--- config.mk ---
export PLATFORM = sky130hd
export DESIGN_NAME = stereo_serial_rx
export DESIGN_NICKNAME = d
export VERILOG_FILES = /design/src/rtl/ssr_pkg.sv /design/src/rtl/ssr_sync.sv /design/src/rtl/ssr_edge.sv /design/src/rtl/ssr_shift.sv /design/src/rtl/ssr_pair.sv /design/src/rtl/stereo_serial_rx.sv
export SDC_FILE = /design/constraint.sdc
export NUM_CORES = 1
export LEC_CHECK = 0
export ABC_AREA = 1
export BUFFER_PORTS_ARGS = -buffer_cell sky130_fd_sc_hd__buf_2
export CELL_PAD_IN_SITES_DETAIL_PLACEMENT = 1
export CELL_PAD_IN_SITES_GLOBAL_PLACEMENT = 2
export CORE_MARGIN = 1.5
export CORE_UTILIZATION = 31
export CTS_CLUSTER_DIAMETER = 50
export DETAILED_ROUTE_END_ITERATION = 16
export HOLD_SLACK_MARGIN = 0.15
export PLACE_DENSITY = 0.79
export SETUP_SLACK_MARGIN = 0.2
export SLEW_MARGIN = 5
export SYNTH_ARGS = -nofsm -noshare
export SYNTH_HDL_FRONTEND = slang
export SYNTH_SLANG_ARGS = --single-unit
--- constraint.sdc ---
create_clock -name clk -period 1.4 [get_ports clk]
set_input_delay 0.07 -clock clk [delete_from_list [all_inputs] [get_ports clk]]
set_output_delay 0.07 -clock clk [all_outputs]
set_load 0.1 [all_outputs]
--- src/rtl/ssr_pkg.sv ---
package ssr_pkg;
  localparam int unsigned SSR_WORD_W = 16;
  localparam int unsigned SSR_SYNC_N = 2;

  typedef struct packed {
    logic rise;
    logic fall;
  } edge_t;
endpackage

--- src/rtl/ssr_sync.sv ---
module ssr_sync #(
  parameter int unsigned WIDTH  = 3,
  parameter int unsigned STAGES = 2
) (
  input  logic             clk,
  input  logic [WIDTH-1:0] async_in,
  output logic [WIDTH-1:0] sync_out
);
  logic [STAGES-1:0][WIDTH-1:0] chain_q;

  always_ff @(posedge clk) begin
    chain_q <= {chain_q[STAGES-2:0], async_in};
  end

  assign sync_out = chain_q[STAGES-1];
endmodule

--- src/rtl/ssr_edge.sv ---
module ssr_edge (
  input  logic          clk,
  input  logic          init_n,
  input  logic          level,
  output ssr_pkg::edge_t ev
);
  logic prev_q;

  always_ff @(posedge clk) begin
    prev_q <= level;
  end

  assign ev.rise = level & ~prev_q;
  assign ev.fall = ~level & prev_q;

  // an edge is flagged for a single cycle only
  assert_one_cycle_edge_R8: assert property (@(posedge clk) disable iff (!init_n)
    ev.rise |=> !ev.rise);
endmodule

--- src/rtl/ssr_shift.sv ---
module ssr_shift #(
  parameter int unsigned WORD_W = 16
) (
  input  logic              clk,
  input  logic              init_n,
  input  logic              shift_en,
  input  logic              din,
  output logic [WORD_W-1:0] word
);
  always_ff @(posedge clk) begin
    if (!init_n)       word <= '0;
    else if (shift_en) word <= {word[WORD_W-2:0], din};
  end
endmodule

--- src/rtl/ssr_pair.sv ---
module ssr_pair #(
  parameter int unsigned WORD_W = 16
) (
  input  logic              clk,
  input  logic              init_n,
  input  logic              wclk_rise,
  input  logic              wclk_fall,
  input  logic [WORD_W-1:0] shift_word,
  output logic [WORD_W-1:0] ch1_q,
  output logic [WORD_W-1:0] ch2_q,
  output logic              strobe_q
);
  logic [WORD_W-1:0] ch1_hold_q;
  logic              armed_q;

  always_ff @(posedge clk) begin
    if (!init_n) begin
      ch1_hold_q <= '0;
      armed_q    <= 1'b0;
      ch1_q      <= '0;
      ch2_q      <= '0;
      strobe_q   <= 1'b0;
    end else begin
      strobe_q <= 1'b0;
      if (wclk_fall) begin
        ch1_hold_q <= shift_word;
        armed_q    <= 1'b1;
      end
      if (wclk_rise && armed_q) begin
        ch1_q    <= ch1_hold_q;
        ch2_q    <= shift_word;
        strobe_q <= 1'b1;
      end
    end
  end

  assert_strobe_single_R5: assert property (@(posedge clk) disable iff (!init_n)
    strobe_q |=> !strobe_q);

  assert_strobe_cause_R5: assert property (@(posedge clk) disable iff (!init_n)
    strobe_q |-> $past(wclk_rise));

  assert_ch2_source_R3: assert property (@(posedge clk) disable iff (!init_n)
    strobe_q |-> ch2_q == $past(shift_word));

  assert_words_hold_R6: assert property (@(posedge clk) disable iff (!init_n)
    ($past(init_n) && !strobe_q) |-> $stable({ch1_q, ch2_q}));
endmodule

--- src/rtl/stereo_serial_rx.sv ---
module stereo_serial_rx #(
  parameter int unsigned WORD_W      = ssr_pkg::SSR_WORD_W,
  parameter int unsigned SYNC_STAGES = ssr_pkg::SSR_SYNC_N
) (
  input  logic              clk,
  input  logic              init_n,
  input  logic              bclk_in,
  input  logic              wclk_in,
  input  logic              sdata_in,
  output logic [WORD_W-1:0] ch1_word,
  output logic [WORD_W-1:0] ch2_word,
  output logic              pair_strobe
);
  localparam int unsigned LINES = 3;

  logic [LINES-1:0]  sync_lines;
  logic              bclk_s, wclk_s, sdata_s;
  ssr_pkg::edge_t    bclk_ev, wclk_ev;
  logic [WORD_W-1:0] shift_word;

  ssr_sync #(.WIDTH(LINES), .STAGES(SYNC_STAGES)) u_sync (
    .clk      (clk),
    .async_in ({bclk_in, wclk_in, sdata_in}),
    .sync_out (sync_lines)
  );

  assign {bclk_s, wclk_s, sdata_s} = sync_lines;

  ssr_edge u_bclk_edge (.clk(clk), .init_n(init_n), .level(bclk_s), .ev(bclk_ev));
  ssr_edge u_wclk_edge (.clk(clk), .init_n(init_n), .level(wclk_s), .ev(wclk_ev));

  ssr_shift #(.WORD_W(WORD_W)) u_shift (
    .clk      (clk),
    .init_n   (init_n),
    .shift_en (bclk_ev.rise),
    .din      (sdata_s),
    .word     (shift_word)
  );

  ssr_pair #(.WORD_W(WORD_W)) u_pair (
    .clk        (clk),
    .init_n     (init_n),
    .wclk_rise  (wclk_ev.rise),
    .wclk_fall  (wclk_ev.fall),
    .shift_word (shift_word),
    .ch1_q      (ch1_word),
    .ch2_q      (ch2_word),
    .strobe_q   (pair_strobe)
  );
endmodule

**Yosys cells after proc, flatten, opt, wreduce, memory -nomap -nowiden**

Cells that the tools add are included.

- Input bits: 5
- Flip-flop bits (word level): 74

- Bitwise gates (word level): 6
- Reduce and logical (&&, ||, !) cells: 1
- Multiplexer cells: 1

Operator list:

| cell | number |
|---|---|
| bitwise AND 1 bit | 3 |
| inverter 1 bit | 3 |
| logical AND 1 bit | 1 |
| two-way mux 1 bit | 1 |

**Depth between registers and ports, before layout**

- Word-level depth: 4
- Mapped depth: 7

**Modules after synthesis**

Synthesis repeated with hierarchy kept, for this count alone.

- Cell total of the unflattened synthesis: 398
- Area total of the unflattened synthesis: 2813.9 um^2

By module, submodules not included:

| module | cells an instance | area each (um^2) | sequential area each (um^2) | times used |
|---|---|---|---|---|
| ssr_pair | 278 | 1926.8 | 1001.0 | 1 |
| ssr_shift | 101 | 674.4 | 320.3 | 1 |
| ssr_sync | 9 | 142.6 | 120.1 | 1 |
| ssr_edge | 5 | 35.0 | 20.0 | 2 |

**Worst setup path before layout**

No wires, ideal clock.

- Path type: flip-flop to flip-flop
- Start: reg u_pair.ch1_q[15] (netlist name)
- End: reg u_pair.ch1_q[15]
- Period minus slack after synthesis: 1274 ps
- Arrival: 1211 ps
- Library setup time: 64 ps
- Path slack: 126 ps
- Stages on the path, launching flop included: 5
- Cell sequence: dfxtp_1 -> inv_1 -> nand2_1 -> nand2_1 -> nor2_1

RTL lines:

| item | line | source |
|---|---|---|
| end signal: assignment | ssr_pair.sv:30 | `ch1_q <= ch1_hold_q;` |
| end: declaration | ssr_pair.sv:9 | `output logic [WORD_W-1:0] ch1_q,` |

**Worst setup path in the final report**

- Start: reg u_pair.ch1_q[12]
- End: out ch1_word[12]

RTL lines:

| item | line | source |
|---|---|---|
| end: declaration | stereo_serial_rx.sv:10 | `output logic [WORD_W-1:0] ch1_word,` |

No word-level cell between the ends.

==> metrics.yaml <==
run_status:
  status: "finished clean"
min_path:
  min_path_type: "in -> reg"
  hold_depth: 3
  min_to: "u_pair.ch1_hold_q[0]$_SDFFE_PN0P_"
  hold_start: "init_n"
power_and_ir_drop:
  p_int_uw: 3390
  leakagePower_uw: 0.00169
  p_comb_share_pct: 11.4
  p_switching_uw: 1260
  p_per_area_nw_per_um2: 1420
  swShare_pct: 27.2
  seqPwrFrac_pct: 49.1
  ir_drop_uv: 447
  pwr-share-clk_pct: 39.5
clock_network:
  cts.sinks: 74
  numCtsBuffers: 9
  postCtsSetupBuffers: 0
  htreeDepth: 3
  worstSkewPairLatency_ns: 0.34
  cts_tree: "done"
  cts_buffer_depth: 2
  cts_root_buf: "clkbuf_8"
  clk_pin_slew_ns: 0.08
worst_setup_path:
  r2r-end: "u_pair.ch1_hold_q[15]$_SDFFE_PN0P_"
  r2r_slack_ns: 0.32
  critPathArrivalTime_ns: 1.08
  cp_slowest_cell: "buf_2"
  cp_num_buf_inv: 1
  slowest_delay_ns: 0.41
  path_delay_family: "buffers and inverters"
  worstSetupPathType: "reg -> out"
  r2r-start: "u_sync.sync_out[1]$_DFF_P_"
  ff2ff_path_depth: 5
  worstPathMaxFanout: 2
  worstPathCellList: "buf_2"
  required_ns: 1.33
  critical_path.startpoint: "u_pair.ch1_q[12]$_SDFFE_PN0P_"
  cp-start-kind: "flop"
  endpoint_kind: "primary output"
yosys:
  synth_fa_ha_area_share_pct: 0
  yosys_warnings: 0
  synth_largest_area_cell: "dfxtp_1"
  synth_compound_area_share_pct: 6.03
  syn_area_um2: 2660
  syn-num-nets: 365
  syn_inst: 360
  synth_xor_area_share_pct: 0
  yosys.area_share.simple_pct: 28.4
  synth.ff_latch_count: 74
  synth_mux_area_share_pct: 0
  syn_avg_cell_area_um2: 7.38
  seq_area_frac_synth_pct: 55.7
  synth.area.top_cells: "dfxtp_1 56%, nor2_1 19%, nand2_1 9.0%, o21ai_0 5.3%, inv_1 5.2%"
  ys_types: 13
  synth_top_family_by_area: "simple AND/OR/NAND/NOR gates"
  synth_top_area_share_pct: 55.7
place:
  port_buffers: 37
  gp_congestion: 0.748
  dp_hpwl_mm: 3.83
  place_inst: 489
  post-place-ws_ns: 0.244
die:
  row_count: 33
  core_area_um2: 8260
  die_area_um2: 9140
  start_util_pct: 32.2
  die_y_um: 95.6
  die_w_um: 95.6
  pin_count: 38
detailed_routing:
  drt_iter0_drc: 81
  via_count: 2167
  wl_mm: 5.95
  vias_per_cell: 4.26
  antenna_left: 0
  firstDrtPassIters: 3
  post-route-drc-count: 0
  wl_per_cell_um: 11.7
global_route:
  grt_pass1_vias: 2082
  grt_antenna_before_repair: 0
  grt_pass1_wl_mm: 9.83
  grt_max_degree: 66
  grt.overflow.total: 0
  grt_util_all_layers_pct: 14.1
timing:
  finalHoldWorstSlack_ns: 0.178
  hold_viol: 0
  fin_crit_sh_pct: 82.5
  slew_headroom_pct: 67.7
  setup_viol: 0
  worstMarginPinSlew_ns: 0.488
  finalCriticalPeriod_ns: 1.15
  fin_skew_ns: 0.0105
  fin_ws_ns: 0.246
  fmax_mhz: 866
  finalMaxSlewViolations: 0
  fin_tns_setup_ns: 0
  rsz0062_at_grt: "no"
finish:
  area_growth_pct: 23.0
  nets: 404
  drive_gt1_share_pct: 23.3
  finalNonFillerCells: 509
  layout_common_cells: "131 x nor2_1, 64 x nand2_1, 42 x dfxtp_1, 37 x inv_1, 32 x dfxtp_2"
  diodes: 0
  fin_util_pct: 39.6
  final_common_cell: "nor2_1"
run:
  cap_violations: 0
-- metal layers --
layer / global-route usage [%] / vias up / wire, µm
met5: 0 / - / 0
met4: 5.51 / 0 / 66
met3: 3.99 / 6 / 209
met2: 22.8 / 29 / 2770
met1: 17.8 / 983 / 2900
li1: - / 1149 / -
-- cells by family (layout without fill, tap and decap cells) --
group	count (synthesis)	after routing
buffers and inverters	56	100
AND/OR/NAND/NOR	198	198
flip-flops	74	74
AO/OA/AOI/OAI	32	32
-- final cells by class --
cell class	count	area (µm²)
Inverter	38	143
Timing Repair Buffer	46	335
Multi-Input combinational cell	230	920
Fill cell	1042	4990
Sequential cell	74	1520
Clock inverter	5	77.6
Tap cell	105	131
Clock buffer	11	141
-- flip-flops by register name, indices dropped and copies added (netlist names) --
signal	flops
u_pair.ch1_hold_q	16
u_shift.word	16
u_bclk_edge.prev_q	1
u_sync.sync_out	3
u_wclk_edge.prev_q	1
u_pair.ch1_q	16
u_pair.armed_q	1
u_sync.chain_q	3
u_pair.ch2_q	16
u_pair.strobe_q	1
-- worst max path at each step --
stage | end | depth (start not counted)
after floorplan | pair_strobe | 0
after global placement | u_pair.ch1_hold_q[10]$_SDFFE_PN0P_ | 5
after detailed placement | u_pair.ch1_hold_q[15]$_SDFFE_PN0P_ | 5
after CTS | ch2_word[1] | 1
after global routing | ch1_word[0] | 1
final | ch1_word[12] | 1
-- power by group through the flow --
| stage | clock [µW] | sequential, µW | combinational [µW] |
|---|---|---|---|
| 2_1_floorplan | 0 | 2540 | 208 |
| 3_3_place_gp | 0 | 2330 | 508 |
| 3_5_place_dp | 0 | 2330 | 519 |
| 4_1_cts | 1900 | 2290 | 528 |
| 5_1_grt | 1990 | 2300 | 587 |
| 6_report | 1840 | 2280 | 530 |
-- stage by stage --
step / total power, µW / cell area [µm²]
after floorplan: 2740 / 2700
after global placement: 2840 / 2970
after detailed placement: 2850 / 2970
after CTS: 4710 / 3220
after global routing: 4870 / 3270
final: 4650 / 3270
-- timing repair --
action / CTS / global route
endpoints found under the hold margin: 3 / 0
endpoints found under the setup margin: 0 / 27
hold buffers: 3 / 0
resized for setup: 0 / 9
-- synth_stat cells, drive strengths merged --
cell type  count
nand2         66
nand3          1
inv           38
buf           16
o21ai         32
dfxtp         74
nor2         131
clkbuf         2
Power figures use the tool's default switching activity.
